File: config.mk
export PLATFORM = sky130hd
export DESIGN_NAME = codec_regacc
export DESIGN_NICKNAME = d
export VERILOG_FILES = /design/src/rtl/cacc_pkg.sv /design/src/rtl/cacc_decode.sv /design/src/rtl/cacc_regs.sv /design/src/rtl/cacc_link.sv /design/src/rtl/codec_regacc.sv
export SDC_FILE = /design/constraint.sdc
export NUM_CORES = 1
export LEC_CHECK = 0
export BUFFER_PORTS_ARGS = -buffer_cell sky130_fd_sc_hd__buf_4
export CORE_ASPECT_RATIO = 0.6
export CORE_MARGIN = 2
export CORE_UTILIZATION = 29
export DETAILED_ROUTE_END_ITERATION = 16
export SLEW_MARGIN = 20
export SYNTH_ARGS = -nofsm -noshare
export SYNTH_HDL_FRONTEND = slang
export SYNTH_HIERARCHICAL = 1
export SYNTH_SLANG_ARGS = --single-unit
File: constraint.sdc
create_clock -name clk -period 3.6 [get_ports clk]
set_input_delay 0.9 -clock clk [delete_from_list [all_inputs] [get_ports clk]]
set_output_delay 0.9 -clock clk [all_outputs]
set_load 0.01 [all_outputs]
File: src/rtl/cacc_pkg.sv
package cacc_pkg;
    localparam int          NREG      = 4;
    localparam int          REG_IDX_W = $clog2(NREG);
    localparam int          BUS_W     = 32;
    localparam logic [3:0]  BE_FULL   = 4'hF;

    localparam logic [REG_IDX_W-1:0] IDX_CTRL  = 2'd0;
    localparam logic [REG_IDX_W-1:0] IDX_CADDR = 2'd1;
    localparam logic [REG_IDX_W-1:0] IDX_DOUT  = 2'd2;
    localparam logic [REG_IDX_W-1:0] IDX_DIN   = 2'd3;

    localparam int CB_GO   = 0;
    localparam int CB_DIR  = 1;
    localparam int CB_BUSY = 2;

    // bits the control register stores; go and busy are never stored
    localparam logic [BUS_W-1:0] CTRL_KEEP = ~((BUS_W'(1) << CB_GO) | (BUS_W'(1) << CB_BUSY));
endpackage

File: src/rtl/cacc_decode.sv
module cacc_decode
    import cacc_pkg::*;
#(
    parameter int ADDR_W = 6
) (
    input  logic                 bus_sel,
    input  logic                 bus_we,
    input  logic [ADDR_W-1:0]    bus_addr,
    input  logic [3:0]           bus_be,
    output logic [NREG-1:0]      wr_stb,
    output logic                 rd_stb,
    output logic [REG_IDX_W-1:0] rd_idx
);
    localparam int IDX_W = ADDR_W - 2;

    logic [IDX_W-1:0] word_idx;
    logic             hit;

    always_comb begin
        word_idx = bus_addr[ADDR_W-1:2];
        hit      = bus_sel && (bus_be == BE_FULL) && (bus_addr[1:0] == 2'b00)
                   && (word_idx < IDX_W'(NREG));
        rd_stb   = hit && !bus_we;
        rd_idx   = word_idx[REG_IDX_W-1:0];
    end

    for (genvar i = 0; i < NREG; i++) begin : g_wstb
        assign wr_stb[i] = hit && bus_we && (word_idx == IDX_W'(i));
    end
endmodule

File: src/rtl/cacc_regs.sv
module cacc_regs
    import cacc_pkg::*;
#(
    parameter int CAW = 7,
    parameter int CDW = 16
) (
    input  logic                 clk,
    input  logic                 rst_n,
    input  logic [NREG-1:0]      wr_stb,
    input  logic [BUS_W-1:0]     wdata,
    input  logic                 rd_stb,
    input  logic [REG_IDX_W-1:0] rd_idx,
    input  logic                 busy,
    input  logic                 cap_en,
    input  logic [CDW-1:0]       cap_data,
    output logic [BUS_W-1:0]     rdata,
    output logic                 go,
    output logic                 go_wr,
    output logic [CAW-1:0]       caddr_o,
    output logic [CDW-1:0]       dout_o
);
    typedef struct packed {
        logic [BUS_W-1:0] ctrl;
        logic [BUS_W-1:0] caddr;
        logic [BUS_W-1:0] dout;
        logic [BUS_W-1:0] din;
    } regs_t;

    regs_t r_d, r_q;

    always_comb begin
        r_d = r_q;
        if (wr_stb[IDX_CTRL])  r_d.ctrl  = wdata & CTRL_KEEP;
        if (wr_stb[IDX_CADDR]) r_d.caddr = wdata;
        if (wr_stb[IDX_DOUT])  r_d.dout  = wdata;
        if (wr_stb[IDX_DIN])   r_d.din   = wdata;
        // codec read data takes priority over a bus write in the same cycle
        if (cap_en)            r_d.din   = BUS_W'(cap_data);
    end

    always_ff @(posedge clk or negedge rst_n) begin
        if (!rst_n) r_q <= '0;
        else        r_q <= r_d;
    end

    always_comb begin
        rdata = '0;
        if (rd_stb) begin
            case (rd_idx)
                IDX_CTRL:  rdata = r_q.ctrl | (BUS_W'(busy) << CB_BUSY);
                IDX_CADDR: rdata = r_q.caddr;
                IDX_DOUT:  rdata = r_q.dout;
                default:   rdata = r_q.din;
            endcase
        end
    end

    assign go      = wr_stb[IDX_CTRL] && wdata[CB_GO];
    assign go_wr   = wdata[CB_DIR];
    assign caddr_o = r_q.caddr[CAW-1:0];
    assign dout_o  = r_q.dout[CDW-1:0];

    // a captured codec value is what data-in holds afterwards
    assert_din_capture_R5: assert property (@(posedge clk) disable iff (!rst_n)
        cap_en |=> (r_q.din == $past(BUS_W'(cap_data))));

    // control readback never shows the go bit
    assert_go_selfclear_R6: assert property (@(posedge clk) disable iff (!rst_n)
        (rd_stb && rd_idx == IDX_CTRL) |-> !rdata[CB_GO]);
endmodule

File: src/rtl/cacc_link.sv
module cacc_link #(
    parameter int CAW = 7,
    parameter int CDW = 16
) (
    input  logic           clk,
    input  logic           rst_n,
    input  logic           start,
    input  logic           start_wr,
    input  logic [CAW-1:0] src_addr,
    input  logic [CDW-1:0] src_data,
    input  logic           cdc_ack,
    input  logic [CDW-1:0] cdc_rdata,
    output logic           cdc_req,
    output logic           cdc_we,
    output logic [CAW-1:0] cdc_addr,
    output logic [CDW-1:0] cdc_wdata,
    output logic           busy,
    output logic           irq_w,
    output logic           irq_r,
    output logic           cap_en,
    output logic [CDW-1:0] cap_data
);
    typedef struct packed {
        logic           pend;
        logic           dir_wr;
        logic           irq_w;
        logic           irq_r;
        logic [CAW-1:0] addr;
        logic [CDW-1:0] data;
    } link_t;

    link_t l_d, l_q;

    always_comb begin
        l_d       = l_q;
        l_d.irq_w = 1'b0;
        l_d.irq_r = 1'b0;
        if (l_q.pend && cdc_ack) begin
            l_d.pend = 1'b0;
            if (l_q.dir_wr) l_d.irq_w = 1'b1;
            else            l_d.irq_r = 1'b1;
        end
        // a go that arrives while an access is outstanding is dropped
        if (start && !l_q.pend) begin
            l_d.pend   = 1'b1;
            l_d.dir_wr = start_wr;
            l_d.addr   = src_addr;
            l_d.data   = src_data;
        end
    end

    always_ff @(posedge clk or negedge rst_n) begin
        if (!rst_n) l_q <= '0;
        else        l_q <= l_d;
    end

    assign cdc_req   = l_q.pend;
    assign cdc_we    = l_q.dir_wr;
    assign cdc_addr  = l_q.addr;
    assign cdc_wdata = l_q.data;
    assign busy      = l_q.pend;
    assign irq_w     = l_q.irq_w;
    assign irq_r     = l_q.irq_r;
    assign cap_en    = l_q.pend && cdc_ack && !l_q.dir_wr;
    assign cap_data  = cdc_rdata;

    assert_req_hold_R12: assert property (@(posedge clk) disable iff (!rst_n)
        (cdc_req && !cdc_ack) |=> (cdc_req && $stable(cdc_we) && $stable(cdc_addr) && $stable(cdc_wdata)));

    assert_wpulse_single_R4: assert property (@(posedge clk) disable iff (!rst_n)
        irq_w |=> !irq_w);

    assert_rpulse_single_R5: assert property (@(posedge clk) disable iff (!rst_n)
        irq_r |=> !irq_r);

    assert_irq_exclusive_R4: assert property (@(posedge clk) disable iff (!rst_n)
        $onehot0({irq_w, irq_r}));

    assert_irq_after_ack_R4: assert property (@(posedge clk) disable iff (!rst_n)
        (irq_w || irq_r) |-> $past(cdc_req && cdc_ack));

    assert_stray_ack_R11: assert property (@(posedge clk) disable iff (!rst_n)
        !cdc_req |=> !(irq_w || irq_r));

    assert_busy_ignore_R7: assert property (@(posedge clk) disable iff (!rst_n)
        (start && cdc_req && !cdc_ack) |=> (cdc_req && $stable(cdc_we)));
endmodule

File: src/rtl/codec_regacc.sv
module codec_regacc
    import cacc_pkg::*;
#(
    parameter int ADDR_W = 6,
    parameter int CAW    = 7,
    parameter int CDW    = 16
) (
    input  logic              clk,
    input  logic              rst_n,
    input  logic              bus_sel,
    input  logic              bus_we,
    input  logic [ADDR_W-1:0] bus_addr,
    input  logic [3:0]        bus_be,
    input  logic [31:0]       bus_wdata,
    output logic [31:0]       bus_rdata,
    output logic              irq_creq,
    output logic              irq_crep,
    output logic              cdc_req,
    output logic              cdc_we,
    output logic [CAW-1:0]    cdc_addr,
    output logic [CDW-1:0]    cdc_wdata,
    input  logic              cdc_ack,
    input  logic [CDW-1:0]    cdc_rdata
);
    logic [NREG-1:0]      wr_stb;
    logic                 rd_stb;
    logic [REG_IDX_W-1:0] rd_idx;
    logic                 busy, cap_en, go, go_wr;
    logic [CDW-1:0]       cap_data, dout_v;
    logic [CAW-1:0]       caddr_v;

    cacc_decode #(.ADDR_W(ADDR_W)) u_dec (
        .bus_sel (bus_sel),
        .bus_we  (bus_we),
        .bus_addr(bus_addr),
        .bus_be  (bus_be),
        .wr_stb  (wr_stb),
        .rd_stb  (rd_stb),
        .rd_idx  (rd_idx)
    );

    cacc_regs #(.CAW(CAW), .CDW(CDW)) u_regs (
        .clk     (clk),
        .rst_n   (rst_n),
        .wr_stb  (wr_stb),
        .wdata   (bus_wdata),
        .rd_stb  (rd_stb),
        .rd_idx  (rd_idx),
        .busy    (busy),
        .cap_en  (cap_en),
        .cap_data(cap_data),
        .rdata   (bus_rdata),
        .go      (go),
        .go_wr   (go_wr),
        .caddr_o (caddr_v),
        .dout_o  (dout_v)
    );

    cacc_link #(.CAW(CAW), .CDW(CDW)) u_link (
        .clk      (clk),
        .rst_n    (rst_n),
        .start    (go),
        .start_wr (go_wr),
        .src_addr (caddr_v),
        .src_data (dout_v),
        .cdc_ack  (cdc_ack),
        .cdc_rdata(cdc_rdata),
        .cdc_req  (cdc_req),
        .cdc_we   (cdc_we),
        .cdc_addr (cdc_addr),
        .cdc_wdata(cdc_wdata),
        .busy     (busy),
        .irq_w    (irq_creq),
        .irq_r    (irq_crep),
        .cap_en   (cap_en),
        .cap_data (cap_data)
    );

    // rejected accesses never reach a register
    assert_partial_reject_R8: assert property (@(posedge clk) disable iff (!rst_n)
        (bus_sel && bus_be != 4'hF) |-> (wr_stb == '0 && bus_rdata == '0));
endmodule

==> results of run 1 <==
registers in the layout, summed over array words and instances (netlist names):
| signal | flops |
|---|---|
| u_link/busy | 1 |
| u_link/cdc_wdata | 16 |
| u_regs/caddr_o | 7 |
| u_regs/r_q | 103 |
| u_link/cdc_addr | 7 |
| u_link/cdc_we | 1 |
| u_link/irq_w | 1 |
| u_link/irq_r | 1 |
| u_regs/dout_o | 16 |
power by group through the flow:
stage	combinational, uW	sequential (uW)	clock (uW)
finish	189	1750	1800
global route	211	1750	1940
CTS	194	1750	1860
detailed placement	194	1780	0
global placement	194	1780	0
floorplan	90.0	1780	0
synth_stat cells:
master / n
nand2_1: 19
buf_6: 10
nand3_2: 1
o21a_1: 1
nor2b_2: 1
nor2_1: 17
nand3_1: 1
clkbuf_1: 6
nor4_2: 1
buf_2: 8
mux2_2: 94
and2_1: 1
mux2_1: 4
clkbuf_2: 2
buf_4: 45
a21oi_2: 1
nor3_1: 1
mux2_4: 20
nor4_1: 4
o21ai_0: 16
buf_8: 3
and3_1: 1
nand2b_1: 2
a211oi_2: 1
dfrtp_1: 153
o22ai_1: 31
buf_12: 5
inv_1: 2
mux2i_1: 95
final cells by class:
| cell class | instances | area, um^2 | area share [%] |
|---|---|---|---|
| Sequential cell | 153 | 3830 | 42.8 |
| Tap cell | 329 | 412 | 4.61 |
| Inverter | 2 | 7.51 | 0.0840 |
| Timing Repair Buffer | 146 | 1170 | 13.1 |
| Multi-Input combinational cell | 312 | 2930 | 32.7 |
| Clock inverter | 13 | 154 | 1.72 |
| Clock buffer | 19 | 433 | 4.84 |
routing by layer:
metal  track usage, %  part of all wire (%)  up-vias
met1             20.8                    52     2288
met3             3.76                   4.2       17
met5                0                     0        -
met4             4.01                  0.93        0
met2             20.4                    43       82
li1                 -                     -     2084
through the flow:
step / std cells / worst slack [ns] / area [um^2] / utilization [%]
after floorplan: 546 / 0.561 / 7390 / -
after global placement: 942 / 0.215 / 8350 / 33.2
after detailed placement: 942 / 0.188 / 8350 / 33.2
after CTS: 974 / 0.186 / 8940 / 35.5
after global routing: 974 / 0.0549 / 8940 / 35.5
final: 974 / 0.204 / 8940 / 35.5
final timing paths:
kind                                     start                end  slack [ns]  depth (start not counted)
worst max-delay path               bus_addr[1]       bus_rdata[2]        0.20                          9
worst max register to register     u_link/busy      u_regs/r_q[8]        1.59                          4
min in group clk                u_regs/r_q[56]     u_regs/r_q[56]        0.49                          1
max in group asynchronous                rst_n   u_regs/dout_o[0]        2.37                          2
worst min-delay path                     rst_n  u_regs/dout_o[13]        0.43                          1
worst min register to register  u_regs/r_q[56]     u_regs/r_q[56]        0.49                          1
logic make-up after synthesis:
family,count (synthesis),synth area share (%)
and+or+nand+nor,49,3.07
AOI/OAI and AO/OA,50,4.10
muxes,213,31.9
DFF,153,51.8
buffers and inverters,81,9.14
==> impl_metrics.yaml, run 1 <==
status:
  status: "complete, no violations"
cells_and_area:
  final_common_cell: "dfrtp_1"
  n_fill_cell: 2476
  num_antenna_cells: 0
  area_growth_pct: 20.9
  final_cell_mix: "153 x dfrtp_1, 139 x buf_4, 95 x mux2i_1"
  nets: 695
  drive_above_1_share_pct: 46.8
power_and_ir_drop:
  power.share.switching_pct: 22.2
  power_uw: 3740
  p_int_uw: 2910
  p_comb_share_pct: 5.0
  irDropWorstVdd_mv: 0.291
  seqPwrFrac_pct: 46.8
  power.share.clock_pct: 48.1
  leakagePower_uw: 0.00434
  netSwitchingPower_uw: 831
  p_per_area_nw_per_um2: 419
clock_tree:
  root_buffer: "clkbuf_16"
  cts.htree.levels: 4
  clk_path_buf_depth: 2
  hold_buffers: 0
  cts_tree: "yes"
  path_clk_slew_ns: 0.06
  cts_buffers: 17
  post_cts_buffers: 0
  cts_resized: 0
  clk_latency_ns: 0.43
  clock-sinks: 153
timing:
  max_slew_margin_pct: 50.8
  hold_viol_final: 0
  period_needed_ns: 3.40
  fmax_mhz: 294
  whs_ns: 0.434
  tightest_slew_ns: 0.736
  fin_crit_sh_pct: 94.3
  fin_skew_ns: 0.00637
  drv_slew: 0
  setup_tns_ns: 0
  setup-violations-final: 0
  rsz0062_at_grt: "no"
detailed_routing:
  vias_per_cell: 4.59
  totalWireLength_um: 18000
  detail-route-antenna-nets: 0
  drc: 0
  vias: 4471
  drtIter0Drc: 158
  drt_first_pass_iters: 4
  wl_per_cell_um: 18.5
placement:
  port-buffer-count: 121
  place.gp.congestion: 0.715
  hpwl_um: 12300
yosys:
  synth.distinct_cells: 29
  synth_seq_area_share_pct: 51.8
  syn_nets: 609
  ys_top_cells_by_area: "dfrtp_1 52%, mux2_2 14%, mux2i_1 13%, buf_4 4.6%, mux2_4 4.1%"
  syn-cell-area_um2: 7390
  synth_area_leader_cell: "dfrtp_1"
  avgSynthCellArea_um2: 13.5
  synth_seq_cells: 153
  syn_inst: 546
  synth_top_area_share_pct: 51.8
  yosys_warnings: 6
setup_path:
  cp_cell_sequence: "buf_4, nor4_2, nand3_2, nor3_1, buf_4, nand2b_2, buf_12, o22ai_1, buf_4"
  slowest_stage: "nor4_2"
  critPathKind: "in -> out"
  cp_top_family: "simple AND/OR/NAND/NOR gates"
  path_buf_inv: 4
  critPathMaxStageDelay_ns: 0.29
  endpoint_kind: "output pin"
  cp_max_fo: 18
  worst_setup_path_start_kind: "input pin"
  worstPathRequired_ns: 2.70
  crit_arrival_ns: 2.50
  crit_top_cell: "buf_4"
flow_run:
  drv_cap: 0
grt:
  grt_pass1_vias: 4637
  gr-total-overflow: 0
  grtUsageTotal_pct: 14.2
  grt_max_degree: 55
  grt_pass1_wl_um: 28200
  antenna_found_initial: 0
worst_hold_path:
  hp-class: "in -> async"
floorplanning:
  initial_core_util_pct: 29.4
  die_h_um: 128
  row_count: 45
  die_w_um: 210
  design.core.area_um2: 25200
  ioPinCount: 122
  dieArea_um2: 26800
No activity file was read; power rests on OpenSTA's default activity.
==> inputs of run 2 (changes only) <==
--- a/config.mk
+++ b/config.mk
@@ -10,6 +10,7 @@
 export CORE_MARGIN = 2
 export CORE_UTILIZATION = 29
 export DETAILED_ROUTE_END_ITERATION = 16
+export RECOVER_POWER = 100
 export SLEW_MARGIN = 20
 export SYNTH_ARGS = -nofsm -noshare
 export SYNTH_HDL_FRONTEND = slang
==> impl_metrics.yaml, run 2 (same netlist as run 1, synthesis figures left out) <==
cells_and_area:
  n_fill_cell: 2537
  final_cell_mix: "153 x dfrtp_1, 95 x mux2i_1, 94 x mux2_2"
  largest_reg_flops: 103
  drive_above_1_share_pct: 36.6
  regMostFlops: "u_regs/r_q"
  nets: 695
  multi_input_area_um2: 2890
  regArea_um2: 3830
  final_common_cell: "dfrtp_1"
  area_growth_pct: 16.9
  num_antenna_cells: 0
detailed_routing:
  drc: 0
  vias: 4464
  totalWireLength_um: 18100
  wl_per_cell_um: 18.5
  drt_first_pass_iters: 4
  vias_per_cell: 4.58
  drtIter0Drc: 152
  detail-route-antenna-nets: 0
grt:
  grt_pass1_wl_um: 28200
  gr-total-overflow: 0
  grt_pass1_vias: 4637
  grt_max_degree: 55
  antenna_found_initial: 0
  grtUsageTotal_pct: 14.2
setup_path:
  worst_setup_path_start_kind: "input pin"
  path_buf_inv: 4
  slowest_stage: "nor4_2"
  cp_top_family: "simple AND/OR/NAND/NOR gates"
  critPathMaxStageDelay_ns: 0.29
  crit_arrival_ns: 2.52
  worstPathRequired_ns: 2.70
  cp_max_fo: 18
  endpoint_kind: "output pin"
  cp_cell_sequence: "clkbuf_4, nor4_2, nand3_2, nor3_1, buf_4, nand2b_2, buf_6, o22ai_1, clkbuf_1"
  critPathKind: "in -> out"
floorplanning:
  row_count: 45
  dieArea_um2: 26800
  die_h_um: 128
  die_w_um: 210
  ioPinCount: 122
  design.core.area_um2: 25200
  initial_core_util_pct: 29.4
timing:
  period_needed_ns: 3.42
  whs_ns: 0.491
  fin_skew_ns: 0.00608
  tightest_slew_ns: 2.61
  rsz0062_at_grt: "no"
  drv_slew: 80
  fin_crit_sh_pct: 95.1
  max_slew_margin_pct: -74.2
  fmax_mhz: 292
  setup-violations-final: 0
  setup_tns_ns: 0
  hold_viol_final: 0
clock_tree:
  clk_latency_ns: 0.43
  path_clk_slew_ns: 0.06
  cts_resized: 0
  clock-sinks: 153
  post_cts_buffers: 0
  hold_buffers: 0
  cts_tree: "yes"
  root_buffer: "clkbuf_16"
  cts_buffers: 17
  clk_path_buf_depth: 2
  cts.htree.levels: 4
power_and_ir_drop:
  irDropWorstVdd_mv: 0.290
  power.share.switching_pct: 22.2
  seqPwrFrac_pct: 46.9
  netSwitchingPower_uw: 830
  p_comb_share_pct: 5.0
  leakagePower_uw: 0.00408
  power.share.clock_pct: 48.1
  p_per_area_nw_per_um2: 433
  p_int_uw: 2910
status:
  status: "finished with violations"
  violations: "max-capacitance violations, max-slew violations"
placement:
  place.gp.congestion: 0.715
  hpwl_um: 12300
  port-buffer-count: 121
worst_hold_path:
  hp-class: "reg -> reg"
flow_run:
  drv_cap: 2
## run 2: changes by cell type in the layout (fill, tap and decap cells not counted), sizes merged
cell           change
buf               -65
clkbuf            +64
clkdlybuf4s25      +1
## run 2: per-layer routing
| layer | global-route usage, % | vias to the layer above | share of wire, % |
|---|---|---|---|
| met1 | 20.8 | 2293 | 53 |
| met3 | 3.76 | 15 | 3.5 |
| li1 | - | 2087 | - |
| met4 | 4.01 | 0 | 0.90 |
| met5 | 0 | - | 0 |
| met2 | 20.4 | 69 | 42 |
## run 2: power groups by stage
stage | registers [uW] | clock network (uW) | logic, uW
final | 1750 | 1800 | 187
after global routing | 1750 | 1940 | 208
after CTS | 1750 | 1860 | 194
after detailed placement | 1780 | 0 | 194
after global placement | 1780 | 0 | 194
after floorplan | 1780 | 0 | 90.0
## run 2: layout make-up
cell class / instances / area share, %
inverter: 2 / 0.0869
clock buffer: 19 / 5.01
timing repair buffer: 146 / 10.6
multi-input combinational: 312 / 33.4
tap: 329 / 4.77
sequential: 153 / 44.3
clock inverter: 13 / 1.78
## run 2: final timing paths
path                       depth (start not counted)           start  slack, ns                end
setup / recovery                                   9     bus_addr[1]       0.18       bus_rdata[2]
hold / removal                                     1  u_regs/r_q[55]       0.49     u_regs/r_q[55]
setup reg to reg                                   4     u_link/busy       0.52      u_regs/r_q[8]
hold reg to reg                                    1  u_regs/r_q[55]       0.49     u_regs/r_q[55]
max in group asynchronous                          2           rst_n       0.57     u_regs/r_q[25]
min in group asynchronous                          1           rst_n       1.49  u_regs/dout_o[13]
## run 2: per-stage QoR
stage	cells	instance area [um^2]	power, uW	utilization (%)	setup slack [ns]
after floorplan	546	7390	1870	-	0.561
after detailed placement	942	8350	1980	33.2	0.188
final	974	8640	3740	34.3	0.178
after global placement	942	8350	1980	33.2	0.215
after global routing	974	8640	3900	34.3	0.0299
after CTS	974	8940	3810	35.5	0.186
==> inputs of run 3 (changes only) <==
--- a/config.mk
+++ b/config.mk
@@ -5,9 +5,10 @@
 export SDC_FILE = /design/constraint.sdc
 export NUM_CORES = 1
 export LEC_CHECK = 0
+export ABC_AREA = 1
+export ABC_CLOCK_PERIOD_IN_PS = 3600
 export BUFFER_PORTS_ARGS = -buffer_cell sky130_fd_sc_hd__buf_4
 export CORE_ASPECT_RATIO = 0.6
-export CORE_MARGIN = 2
 export CORE_UTILIZATION = 29
 export DETAILED_ROUTE_END_ITERATION = 16
 export RECOVER_POWER = 100
==> impl_metrics.yaml, run 3 <==
status:
  status: "complete, no violations"
detailed_routing:
  drc: 0
  detail-route-antenna-nets: 0
  vias: 5911
  vias_per_cell: 4.61
  drt_first_pass_iters: 5
  drtIter0Drc: 442
  totalWireLength_um: 20500
  wl_per_cell_um: 16.0
power_and_ir_drop:
  power.share.clock_pct: 46.2
  irDropWorstVdd_mv: 0.176
  leakagePower_uw: 0.00446
  p_per_area_nw_per_um2: 448
  p_comb_share_pct: 6.8
  power_uw: 3820
  seqPwrFrac_pct: 46.9
  p_int_uw: 2920
  power.share.switching_pct: 23.7
  netSwitchingPower_uw: 904
placement:
  port-buffer-count: 121
  hpwl_um: 13900
  place_ws_ns: 0.467
  placed_area_um2: 8210
  place.gp.congestion: 0.773
clock_tree:
  post_cts_buffers: 0
  clk_path_buf_depth: 2
  cts_buffers: 17
  clock-sinks: 153
  hold_buffers: 0
  clk_latency_ns: 0.43
  cts.htree.levels: 4
  cts_resized: 0
  path_clk_slew_ns: 0.06
  cts_tree: "yes"
  root_buffer: "clkbuf_16"
cells_and_area:
  final_cell_mix: "157 x nand2_1, 153 x dfrtp_1, 122 x nor2_1"
  final_area_um2: 8520
  n_fill_cell: 2642
  largest_reg_flops: 103
  multi_input_area_um2: 2550
  final_common_cell: "nand2_1"
  regArea_um2: 3830
  drive_above_1_share_pct: 13.3
  nets: 1012
  area_growth_pct: 15.9
  num_antenna_cells: 0
  regMostFlops: "u_regs/r_q"
flow_run:
  drv_cap: 0
yosys:
  synth.distinct_cells: 21
  synth_seq_cells: 153
  synthFlopType: "dfrtp_1"
  synth_most_common_cell: "nand2_1"
  syn_nets: 956
  synthTopCellsByCount: "156 x nand2_1, 153 x dfrtp_1, 123 x nor2_1"
  synth_edf_count: 0
  avgSynthCellArea_um2: 8.24
  synth_area_leader_cell: "dfrtp_1"
  synth_seq_area_share_pct: 52.0
  async_reset_ff_share_pct: 100
  ys_top_cells_by_area: "dfrtp_1 52%, nand2_1 8.0%, a21oi_1 6.9%, nand3_1 6.4%, nor2_1 6.3%"
  yosys_warnings: 6
  synth_top_area_share_pct: 52.0
  syn-cell-area_um2: 7360
  syn_inst: 893
setup_path:
  critPathMaxStageDelay_ns: 1.10
  rr_worst_depth: 8
  crit_top_cell: "nand2_1"
  crit_arrival_ns: 3.53
  r2r_slack_ns: 0.48
  worst_setup_path_start_kind: "input pin"
  critPathKind: "in -> reg"
  slowest_stage: "clkbuf_1"
  crit_end: "u_regs/r_q[13]"
  cp_cell_sequence: "clkbuf_4, nand2_1, nor2_1, inv_1, nand2_1, clkbuf_1, inv_1, nand2_1, nand3_1"
  regToRegStartpoint: "u_link/busy"
  cp_max_fo: 21
  endpoint_kind: "flop"
  crit_start: "cdc_ack"
  rr_endpoint: "u_regs/r_q[13]"
  worstPathRequired_ns: 3.91
timing:
  fin_skew_ns: 0.00457
  max_slew_margin_pct: 2.89
  setup_tns_ns: 0
  drv_slew: 0
  fin_ws_ns: 0.372
  rsz0062_at_grt: "no"
  whs_ns: 0.466
  hold_viol_final: 0
  fmax_mhz: 310
  setup-violations-final: 0
  period_needed_ns: 3.23
  fin_crit_sh_pct: 89.7
  tightest_slew_ns: 1.46
grt:
  gr-total-overflow: 0
  grt_max_degree: 72
  antenna_found_initial: 0
  grtUsageTotal_pct: 16.6
  grt_pass1_wl_um: 33100
  grt_pass1_vias: 5754
floorplanning:
  design.core.area_um2: 24600
  row_count: 44
  initial_core_util_pct: 30.0
  die_w_um: 208
  ioPinCount: 122
  dieArea_um2: 26000
  die_h_um: 125
worst_hold_path:
  hp-class: "reg -> reg"
==> run 3: cell types whose count changed after synthesis, sizes merged, moves of 17 or more <==
cell and delta:
nand2 +139, nand3 +92, mux2i -95, inv +88
mux2 -109, buf +17, nor2 +110, a21oi +100
==> run 3: final cells by class <==
type / count / area share, %
Clock inverter: 11 / 1.45
Multi-Input combinational cell: 551 / 29.9
Sequential cell: 153 / 44.9
Clock buffer: 20 / 5.36
Tap cell: 322 / 4.73
Timing Repair Buffer: 136 / 9.63
Inverter: 90 / 3.96
==> run 3: critical path: cells and delay by family <==
| kind | cells | cell delay [ns] |
|---|---|---|
| buffers and inverters | 4 | 1.49 |
| AND/OR/NAND/NOR | 5 | 1.14 |
==> run 3: per-layer routing <==
metal | wire, um | vias to the layer above | part of all wire, % | track usage, %
li1 | - | 2935 | - | -
met1 | 11000 | 2782 | 53 | 25.0
met2 | 8120 | 172 | 40 | 23.1
met3 | 1160 | 22 | 5.6 | 3.94
met4 | 263 | 0 | 1.3 | 4.84
met5 | 0 | - | 0 | 0
==> run 3: how the worst min path moves through the flow <==
stage                         start                    to  slack, ns  cells after the start
6_report        u_link/cdc_wdata[3]   u_link/cdc_wdata[3]       0.47                      2
3_3_place_gp   u_link/cdc_wdata[14]  u_link/cdc_wdata[14]       0.46                      2
5_1_grt         u_link/cdc_wdata[3]   u_link/cdc_wdata[3]       0.48                      2
3_5_place_dp    u_link/cdc_wdata[3]   u_link/cdc_wdata[3]       0.46                      2
4_1_cts                       rst_n       u_regs/r_q[100]       0.46                      1
2_1_floorplan        u_regs/r_q[13]        u_regs/r_q[13]       0.47                      2
==> run 3: metrics by stage <==
stage | utilization, % | instances
after floorplan | - | 893
after global placement | 33.4 | 1252
after detailed placement | 33.4 | 1252
after CTS | 35.8 | 1283
after global routing | 34.7 | 1283
final | 34.7 | 1283
==> run 3: cell families after synthesis <==
| kind of cell | share of synthesized area (%) |
|---|---|
| simple gates | 21.6 |
| buf+inv | 13.3 |
| compound gates | 11.7 |
| flops | 52.0 |
| mux | 1.38 |
==> run 3: power groups by stage <==
| stage | Sequential, uW | Combinational, uW | Clock (uW) |
|---|---|---|---|
| final | 1790 | 261 | 1770 |
| after global routing | 1800 | 295 | 1880 |
| after CTS | 1790 | 269 | 1820 |
| after detailed placement | 1820 | 269 | 0 |
| after global placement | 1820 | 266 | 0 |
| after floorplan | 1820 | 149 | 0 |
